### config.mk
export PLATFORM = sky130hd
export DESIGN_NAME = frame_desc_fetch
export DESIGN_NICKNAME = d
export VERILOG_FILES = /design/src/rtl/fdf_pkg.sv /design/src/rtl/fdf_chan.sv /design/src/rtl/fdf_mem_port.sv /design/src/rtl/fdf_seq.sv /design/src/rtl/frame_desc_fetch.sv
export SDC_FILE = /design/constraint.sdc
export NUM_CORES = 2
export LEC_CHECK = 0
export ABC_AREA = 1
export CAP_MARGIN = 30
export CELL_PAD_IN_SITES_DETAIL_PLACEMENT = 1
export CELL_PAD_IN_SITES_GLOBAL_PLACEMENT = 2
export CORE_UTILIZATION = 30
export DETAILED_ROUTE_END_ITERATION = 7
export DONT_BUFFER_PORTS = 1
export PLACE_DENSITY = 0.72
export SYNTH_ARGS = -nofsm -noshare
export SYNTH_HDL_FRONTEND = slang
export SYNTH_HIERARCHICAL = 1
export SYNTH_SLANG_ARGS = --single-unit
### constraint.sdc
create_clock -name clk -period 5.12 [get_ports clk]
set_input_delay 0.512 -clock clk [delete_from_list [all_inputs] [get_ports clk]]
set_output_delay 0.512 -clock clk [all_outputs]
set_load 0.02 [all_outputs]
### src/rtl/fdf_pkg.sv
package fdf_pkg;
  localparam int DW        = 32;
  localparam int DESC_WORDS = 4;
  localparam int DESC_BYTES = DESC_WORDS * (DW / 8);
  localparam int WIDX_W    = $clog2(DESC_WORDS);
  localparam int LEN_W     = 21;

  localparam logic [DW-1:0] ND_MASK = 32'hFFFF_FFF0;
  localparam logic [DW-1:0] BR_MASK = 32'hFFFF_FFF3;

  localparam logic [WIDX_W-1:0] W_NEXT = 2'd0;
  localparam logic [WIDX_W-1:0] W_SRC  = 2'd1;
  localparam logic [WIDX_W-1:0] W_FID  = 2'd2;
  localparam logic [WIDX_W-1:0] W_CMD  = 2'd3;

  typedef enum logic [1:0] {
    FS_IDLE  = 2'd0,
    FS_SCAN  = 2'd1,
    FS_FETCH = 2'd2
  } fetch_state_e;

  // Whole descriptor inside [base, base+size), with one extra bit so nothing wraps.
  function automatic logic desc_in_window(input logic [DW-1:0] ptr,
                                          input logic [DW-1:0] base,
                                          input logic [DW-1:0] size);
    logic [DW:0] last_end;
    logic [DW:0] limit;
    last_end = {1'b0, ptr} + (DW+1)'(DESC_BYTES);
    limit    = {1'b0, base} + {1'b0, size};
    return (ptr >= base) && (last_end <= limit);
  endfunction

  function automatic logic [DW-1:0] branch_target(input logic [DW-1:0] br);
    return {br[DW-1:4], 4'h0};
  endfunction

  function automatic logic [LEN_W-1:0] cmd_len(input logic [DW-1:0] cmd);
    return {cmd[20:2], 2'b00};
  endfunction

  function automatic logic cmd_eof(input logic [DW-1:0] cmd);
    return cmd[21];
  endfunction

  function automatic logic cmd_sof(input logic [DW-1:0] cmd);
    return cmd[22];
  endfunction

  function automatic logic cmd_pal(input logic [DW-1:0] cmd);
    return cmd[26];
  endfunction
endpackage

### src/rtl/fdf_chan.sv
module fdf_chan
  import fdf_pkg::*;
(
  input  logic              clk,
  input  logic              rst_n,
  input  logic              sw_nd_wr,
  input  logic              sw_br_wr,
  input  logic [DW-1:0]     sw_data,
  input  logic              eng_src_clr,
  input  logic              eng_br_clr,
  input  logic              eng_we,
  input  logic [WIDX_W-1:0] eng_idx,
  input  logic [DW-1:0]     eng_word,
  output logic [DW-1:0]     next_q,
  output logic [DW-1:0]     src_q,
  output logic [DW-1:0]     fid_q,
  output logic [DW-1:0]     cmd_q,
  output logic [DW-1:0]     br_q
);
  always_ff @(posedge clk) begin
    if (!rst_n) begin
      next_q <= '0;
      src_q  <= '0;
      fid_q  <= '0;
      cmd_q  <= '0;
      br_q   <= '0;
    end else begin
      if (sw_nd_wr)                       next_q <= sw_data & ND_MASK;
      else if (eng_we && eng_idx == W_NEXT) next_q <= eng_word;

      if (eng_src_clr)                    src_q <= '0;
      else if (eng_we && eng_idx == W_SRC) src_q <= eng_word;

      if (eng_we && eng_idx == W_FID) fid_q <= eng_word;
      if (eng_we && eng_idx == W_CMD) cmd_q <= eng_word;

      if (sw_br_wr)        br_q    <= sw_data & BR_MASK;
      else if (eng_br_clr) br_q[0] <= 1'b0;
    end
  end

  AST_ND_LOW_ZERO: assert property (@(posedge clk) disable iff (!rst_n)
    sw_nd_wr |=> next_q[3:0] == 4'h0);
  AST_BR_CLEARED: assert property (@(posedge clk) disable iff (!rst_n)
    eng_br_clr && !sw_br_wr |=> !br_q[0] && $stable(br_q[DW-1:1]));
  AST_SRC_ZEROED: assert property (@(posedge clk) disable iff (!rst_n)
    eng_src_clr |=> src_q == '0);
endmodule

### src/rtl/fdf_mem_port.sv
module fdf_mem_port
  import fdf_pkg::*;
(
  input  logic          clk,
  input  logic          rst_n,
  input  logic          start_rd,
  input  logic [DW-1:0] start_addr,
  input  logic          mem_valid,
  input  logic [DW-1:0] mem_rdata,
  output logic          mem_req,
  output logic [DW-1:0] mem_addr,
  output logic          rd_done,
  output logic [DW-1:0] rd_word
);
  assign rd_done = mem_req && mem_valid;
  assign rd_word = mem_rdata;

  always_ff @(posedge clk) begin
    if (!rst_n) begin
      mem_req  <= 1'b0;
      mem_addr <= '0;
    end else if (start_rd) begin
      mem_req  <= 1'b1;
      mem_addr <= start_addr;
    end else if (rd_done) begin
      mem_req  <= 1'b0;
    end
  end

  AST_REQ_HOLD: assert property (@(posedge clk) disable iff (!rst_n)
    mem_req && !mem_valid |=> mem_req && $stable(mem_addr));
  AST_NO_RESTART: assert property (@(posedge clk) disable iff (!rst_n)
    mem_req && !mem_valid |-> !start_rd);
endmodule

### src/rtl/fdf_seq.sv
module fdf_seq
  import fdf_pkg::*;
#(
  parameter int NCH = 7,
  localparam int CW = $clog2(NCH)
) (
  input  logic                    clk,
  input  logic                    rst_n,
  input  logic                    frame_start,
  input  logic [NCH-1:0]          chan_up,
  input  logic [DW-1:0]           win_base,
  input  logic [DW-1:0]           win_size,
  input  logic [NCH-1:0][DW-1:0]  nd_all,
  input  logic [NCH-1:0][DW-1:0]  br_all,
  input  logic                    rd_done,
  output logic                    start_rd,
  output logic [DW-1:0]           start_addr,
  output logic [NCH-1:0]          src_clr_oh,
  output logic [NCH-1:0]          br_clr_oh,
  output logic [NCH-1:0]          word_we_oh,
  output logic [WIDX_W-1:0]       word_idx,
  output logic [NCH-1:0]          bs_event,
  output logic                    busy
);
  fetch_state_e      state_q;
  logic [CW-1:0]     ch_q;
  logic [WIDX_W-1:0] widx_q;
  logic [DW-1:0]     ptr_q;
  logic [NCH-1:0]    bs_q;

  logic          in_scan, in_fetch, last_ch, up_c, take_br, ptr_ok, last_word;
  logic [DW-1:0] br_c, nd_c, sel_ptr;
  logic [NCH-1:0] ch_oh;

  assign in_scan   = (state_q == FS_SCAN);
  assign in_fetch  = (state_q == FS_FETCH);
  assign last_ch   = (ch_q == CW'(NCH-1));
  assign up_c      = chan_up[ch_q];
  assign br_c      = br_all[ch_q];
  assign nd_c      = nd_all[ch_q];
  assign take_br   = br_c[0];
  assign sel_ptr   = take_br ? branch_target(br_c) : nd_c;
  assign ptr_ok    = desc_in_window(sel_ptr, win_base, win_size);
  assign last_word = (widx_q == WIDX_W'(DESC_WORDS-1));
  assign ch_oh     = NCH'(1) << ch_q;

  assign src_clr_oh = in_scan ? ch_oh : '0;
  assign br_clr_oh  = (in_scan && up_c && take_br) ? ch_oh : '0;
  assign word_we_oh = (in_fetch && rd_done) ? ch_oh : '0;
  assign word_idx   = widx_q;
  assign bs_event   = bs_q;
  assign busy       = (state_q != FS_IDLE);

  always_comb begin
    start_rd   = 1'b0;
    start_addr = sel_ptr;
    if (in_scan && up_c && ptr_ok) begin
      start_rd = 1'b1;
    end else if (in_fetch && rd_done && !last_word) begin
      start_rd   = 1'b1;
      start_addr = ptr_q + {{(DW-WIDX_W-2){1'b0}}, widx_q + 1'b1, 2'b00};
    end
  end

  always_ff @(posedge clk) begin
    if (!rst_n) begin
      state_q <= FS_IDLE;
      ch_q    <= '0;
      widx_q  <= '0;
      ptr_q   <= '0;
      bs_q    <= '0;
    end else begin
      bs_q <= (in_scan && up_c && take_br && br_c[1]) ? ch_oh : '0;
      case (state_q)
        FS_IDLE: begin
          if (frame_start) begin
            state_q <= FS_SCAN;
            ch_q    <= '0;
          end
        end
        FS_SCAN: begin
          if (up_c && ptr_ok) begin
            state_q <= FS_FETCH;
            ptr_q   <= sel_ptr;
            widx_q  <= '0;
          end else if (last_ch) begin
            state_q <= FS_IDLE;
          end else begin
            ch_q <= ch_q + 1'b1;
          end
        end
        FS_FETCH: begin
          if (rd_done) begin
            if (!last_word) begin
              widx_q <= widx_q + 1'b1;
            end else if (last_ch) begin
              state_q <= FS_IDLE;
            end else begin
              state_q <= FS_SCAN;
              ch_q    <= ch_q + 1'b1;
            end
          end
        end
        default: state_q <= FS_IDLE;
      endcase
    end
  end

  AST_PASS_START: assert property (@(posedge clk) disable iff (!rst_n)
    frame_start && !busy |=> busy && ch_q == '0);
  AST_NO_RESTART_BUSY: assert property (@(posedge clk) disable iff (!rst_n)
    busy && $past(busy) && ch_q != $past(ch_q) |-> ch_q == $past(ch_q) + 1'b1);
  AST_BS_ONEHOT: assert property (@(posedge clk) disable iff (!rst_n)
    $onehot0(bs_event));
  AST_BS_NEEDS_BRANCH: assert property (@(posedge clk) disable iff (!rst_n)
    |bs_event |-> $past(|br_clr_oh));
endmodule

### src/rtl/frame_desc_fetch.sv
module frame_desc_fetch
  import fdf_pkg::*;
#(
  parameter int NCH = 7,
  localparam int CW = $clog2(NCH)
) (
  input  logic             clk,
  input  logic             rst_n,
  input  logic             frame_start,
  input  logic [NCH-1:0]   chan_up,
  input  logic [31:0]      win_base,
  input  logic [31:0]      win_size,
  input  logic             nd_wr,
  input  logic             br_wr,
  input  logic [CW-1:0]    wr_ch,
  input  logic [31:0]      wr_data,
  output logic             mem_req,
  output logic [31:0]      mem_addr,
  input  logic             mem_valid,
  input  logic [31:0]      mem_rdata,
  output logic             busy,
  output logic [NCH-1:0]   bs_event,
  input  logic [CW-1:0]    rd_ch,
  output logic [31:0]      rd_next,
  output logic [31:0]      rd_src,
  output logic [31:0]      rd_fid,
  output logic [31:0]      rd_cmd,
  output logic [31:0]      rd_branch,
  output logic [20:0]      rd_len,
  output logic             rd_eof_irq,
  output logic             rd_sof_irq,
  output logic             rd_pal
);
  logic [NCH-1:0][DW-1:0] nd_all, src_all, fid_all, cmd_all, br_all;
  logic [NCH-1:0]         src_clr_oh, br_clr_oh, word_we_oh;
  logic [WIDX_W-1:0]      word_idx;
  logic                   start_rd, rd_done;
  logic [DW-1:0]          start_addr, rd_word;

  fdf_seq #(.NCH(NCH)) u_seq (
    .clk(clk), .rst_n(rst_n), .frame_start(frame_start), .chan_up(chan_up),
    .win_base(win_base), .win_size(win_size), .nd_all(nd_all), .br_all(br_all),
    .rd_done(rd_done), .start_rd(start_rd), .start_addr(start_addr),
    .src_clr_oh(src_clr_oh), .br_clr_oh(br_clr_oh), .word_we_oh(word_we_oh),
    .word_idx(word_idx), .bs_event(bs_event), .busy(busy)
  );

  fdf_mem_port u_port (
    .clk(clk), .rst_n(rst_n), .start_rd(start_rd), .start_addr(start_addr),
    .mem_valid(mem_valid), .mem_rdata(mem_rdata), .mem_req(mem_req),
    .mem_addr(mem_addr), .rd_done(rd_done), .rd_word(rd_word)
  );

  for (genvar g = 0; g < NCH; g++) begin : g_chan
    logic sel_wr;
    assign sel_wr = (wr_ch == CW'(g));
    fdf_chan u_chan (
      .clk(clk), .rst_n(rst_n),
      .sw_nd_wr(nd_wr && sel_wr), .sw_br_wr(br_wr && sel_wr), .sw_data(wr_data),
      .eng_src_clr(src_clr_oh[g]), .eng_br_clr(br_clr_oh[g]),
      .eng_we(word_we_oh[g]), .eng_idx(word_idx), .eng_word(rd_word),
      .next_q(nd_all[g]), .src_q(src_all[g]), .fid_q(fid_all[g]),
      .cmd_q(cmd_all[g]), .br_q(br_all[g])
    );
  end

  logic rd_ok;
  assign rd_ok      = (rd_ch < CW'(NCH));
  assign rd_next    = rd_ok ? nd_all[rd_ch]  : '0;
  assign rd_src     = rd_ok ? src_all[rd_ch] : '0;
  assign rd_fid     = rd_ok ? fid_all[rd_ch] : '0;
  assign rd_cmd     = rd_ok ? cmd_all[rd_ch] : '0;
  assign rd_branch  = rd_ok ? br_all[rd_ch]  : '0;
  assign rd_len     = cmd_len(rd_cmd);
  assign rd_eof_irq = cmd_eof(rd_cmd);
  assign rd_sof_irq = cmd_sof(rd_cmd);
  assign rd_pal     = cmd_pal(rd_cmd);

  AST_IDLE_QUIET: assert property (@(posedge clk) disable iff (!rst_n)
    !busy |-> !mem_req);
  AST_ADDR_IN_WINDOW: assert property (@(posedge clk) disable iff (!rst_n)
    mem_req |-> (mem_addr >= win_base) &&
                ({1'b0, mem_addr} + 33'd4 <= {1'b0, win_base} + {1'b0, win_size}));
endmodule

==> results.py <==
metrics = {
    "final_layout": {
        "stdcell_area_um2": 79600,
        "synthToLayoutAreaGrowth_pct": 13.1,
        "drive_gt1_frac": 0.0605,
        "final_cells": 14776,
        "layout.nets": 11763,
    },
    "synth": {
        "ys.flop_type": "dfxtp_1",
        "ys_ff_latch": 1185,
        "synth.area.top_cells": "dfxtp_1, nand2_1, nor2_1, o21ai_0, nand3_1",
        "syn_avg_cell_area_um2": 5.94,
        "yosysSeqAreaShare": 0.337,
        "syn_inst": 11842,
        "synth_most_common_cell": "nand2_1",
        "synth_area_um2": 70400,
        "ys_async_sr_fraction": 0,
        "synth_edf_count": 0,
        "synth_area_leader_cell": "dfxtp_1",
        "yosysWarnings": 6,
        "ys_types": 50,
        "synth_commonest_cells": "nand2_1, nor2_1, dfxtp_1",
        "yosys.area.top_type_share": 0.337,
    },
    "worst_hold_path": {
        "worstHoldPathType": "input port to flop",
        "hp-start": "mem_rdata[16]",
        "worstHoldPathCells": 3,
        "whs_endpoint": "g_chan[6].u_chan/fid_q[16]$_SDFFE_PN0P_",
    },
    "outcome": {
        "status": "complete, but fails checks",
        "violations": "slew limit",
    },
    "detailed_routing": {
        "wirelength_mm": 352,
        "wl_per_cell_um": 23.8,
        "initialDrtViolationCount": 4844,
        "viasPerCell": 5.13,
        "ant_nets": 0,
        "drc": 0,
        "dr.pass1.iters": 5,
        "dr_total_vias": 75840,
    },
    "power_and_ir_drop": {
        "vdd_drop_max_mv": 0.245,
        "intPower_uw": 18100,
        "p_clk_frac": 0.427,
        "power_uw": 27600,
        "comb_power_share": 0.225,
        "swShare": 0.343,
        "p_switching_uw": 9480,
        "powerDensity_nw_per_um2": 347,
        "p_leak_uw": 0.0375,
        "pwr-share-seq": 0.347,
    },
    "clock_network": {
        "h-tree-depth": 4,
        "cts_buffers": 155,
        "clk_latency_ns": 0.86,
        "clockBufferDepth": 3,
        "cts.sinks": 1185,
        "cts-root-buf": "clkbuf_16",
        "cts_tree": "built",
        "clk_pin_slew_ns": 0.06,
    },
    "worst_setup_path": {
        "crit_top_cell": "nand2_1",
        "worstSetupPathType": "flop to flop",
        "r2r_start": "u_seq/ch_q[0]$_SDFFE_PN0P_",
        "startpoint_type": "flop",
        "crit_arrival_ns": 5.51,
        "crit_slowest_cell": "dfxtp_4",
        "path_max_fanout": 30,
        "r2r_end": "u_port/mem_addr[11]$_SDFFE_PN0P_",
        "r2r_slack_ns": 0.34,
        "reg2reg_depth": 33,
        "crit_path_end_kind": "flop",
        "max_stage_delay_ns": 0.41,
        "required_ns": 5.85,
    },
    "place": {
        "dp.cells": 14349,
        "routabilityCongestion": 0.839,
        "dpl_cell_area_um2": 71900,
        "io_buffer_count": 0,
        "dp_hpwl_mm": 212,
    },
    "grt": {
        "grtUsageTotal": 0.290,
        "grt_overflow": 0,
        "first_global_vias": 76303,
        "grt_max_degree": 659,
        "grt_pass1_wl_mm": 516,
        "antenna_found_initial": 44,
    },
    "floorplan": {
        "die_w_um": 486,
        "start_util": 0.302,
        "rows": 177,
        "dieArea_um2": 237000,
        "fp.coreArea_um2": 233000,
        "die_h_um": 486,
        "io_pins": 372,
    },
    "sta": {
        "min_period_ns": 4.78,
        "fin_skew_ns": 0.0679,
        "drv_slew": 619,
        "max_freq_ghz": 0.209,
        "worst_slew_pin_slew_ns": 4.05,
        "holdWs_ns": 0.0410,
        "relSlewSlack": -1.70,
        "timing_hold_violations_final": 0,
        "min_period_over_period": 0.933,
        "finalSetupViolations": 0,
    },
    "run": {
        "drv_cap": 0,
    },
}
state kept, by name, indices dropped and copies added, names as in the netlist:
name / cells
g_chan.u_chan/src_q: 224
u_seq/bs_event: 7
u_port/mem_addr: 32
g_chan.u_chan/next_q: 224
g_chan.u_chan/br_q: 210
g_chan.u_chan/cmd_q: 224
u_seq/ptr_q: 32
u_seq/word_idx: 2
u_seq/ch_q: 3
u_seq/state_q: 2
g_chan.u_chan/fid_q: 224
u_port/mem_req: 1
power by group through the flow:
stage,registers (uW),logic [uW],clock network [uW]
6_report,9590,6220,11800
3_5_place_dp,9800,5520,0
4_1_cts,9600,6000,12000
3_3_place_gp,9790,5420,0
5_1_grt,9610,6720,12400
2_1_floorplan,9760,3640,0
cell type report:
class | instances | area, um2
inverter | 1070 | 4060
sequential | 1185 | 23700
multi-input combinational | 8756 | 38300
timing repair buffer | 336 | 4100
fill | 30443 | 153000
antenna | 11 | 27.5
clock buffer | 228 | 4560
clock inverter | 58 | 915
tap | 3132 | 3920
stage by stage:
step / setup TNS, ns / utilization / setup slack, ns
after floorplan: 0 / - / 0.757
after global placement: -3.03 / 0.308 / -0.127
after detailed placement: -5.80 / 0.309 / -0.210
after CTS: 0 / 0.339 / 0.00976
after global routing: -0.0170 / 0.342 / -0.0153
final: 0 / 0.342 / 0.342
how the worst max path moves through the flow:
stage / startpoint / end / cells past startpoint
6_report: u_seq/ch_q[0]$_SDFFE_PN0P_ / u_port/mem_addr[11]$_SDFFE_PN0P_ / 33
4_1_cts: u_seq/ch_q[0]$_SDFFE_PN0P_ / u_port/mem_addr[6]$_SDFFE_PN0P_ / 33
2_1_floorplan: win_base[0] / u_port/mem_addr[10]$_SDFFE_PN0P_ / 31
3_3_place_gp: u_seq/ch_q[0]$_SDFFE_PN0P_ / u_port/mem_addr[13]$_SDFFE_PN0P_ / 34
5_1_grt: u_seq/ch_q[1]$_SDFFE_PN0P_ / u_port/mem_addr[24]$_SDFFE_PN0P_ / 34
3_5_place_dp: u_seq/ch_q[0]$_SDFFE_PN0P_ / u_port/mem_addr[26]$_SDFFE_PN0P_ / 34
per-layer routing:
metal	vias up	share of wire	global-route usage
met5	-	0	0
met4	0	0.033	0.0948
met3	471	0.049	0.0413
met2	1799	0.48	0.509
met1	37625	0.43	0.361
li1	35945	-	-
cells in the final DEF (no fill, tap or decap), types with 28 or more instances in the layout:
cell type / n
nand2_1: 3841
nor2_1: 2040
dfxtp_1: 1181
inv_1: 1034
o21ai_0: 895
nand3_1: 853
a21oi_1: 533
buf_4: 179
clkbuf_16: 163
o21ai_1: 160
ha_1: 110
dlygate4sd3_1: 64
buf_12: 46
nor2_4: 45
nand2_2: 40
xor2_1: 40
clkbuf_8: 39
buf_16: 35
clkbuf_1: 33
inv_2: 30
xnor2_1: 28
cell families (layout without fill, tap and decap cells):
| kind of cell | count (synthesis) | count (layout) | share of synthesized area |
|---|---|---|---|
| AO/OA/AOI/OAI | 1640 | 1640 | 0.118 |
| AND/OR/NAND/NOR | 6919 | 6920 | 0.392 |
| buffers and inverters | 1910 | 1692 | 0.124 |
| flip-flops | 1185 | 1185 | 0.337 |
| adder cells (fa/ha/maj) | 112 | 112 | 0.0201 |
| other | 8 | 27 | 0.000427 |
| XOR/XNOR | 68 | 68 | 0.00846 |
what timing repair did:
item                                    4_1_cts  5_1_grt
endpoints found under the setup margin       50       69
pin swaps                                     0        6
setup buffers                                 0       21
endpoints found under the hold margin      1141        0
hold buffers                                 97        0
gates cloned                                  0        6
gates resized for setup                       4       43
worst max-delay path: cells and delay by family (launching register included):
family	cells	cell delay [ns]
compound gates	2	0.28
simple gates	22	2.58
xor+xnor	1	0.12
fa+ha+maj	1	0.27
buf+inv	7	1.03
flops	1	0.41
Power figures use the tool's default switching activity.
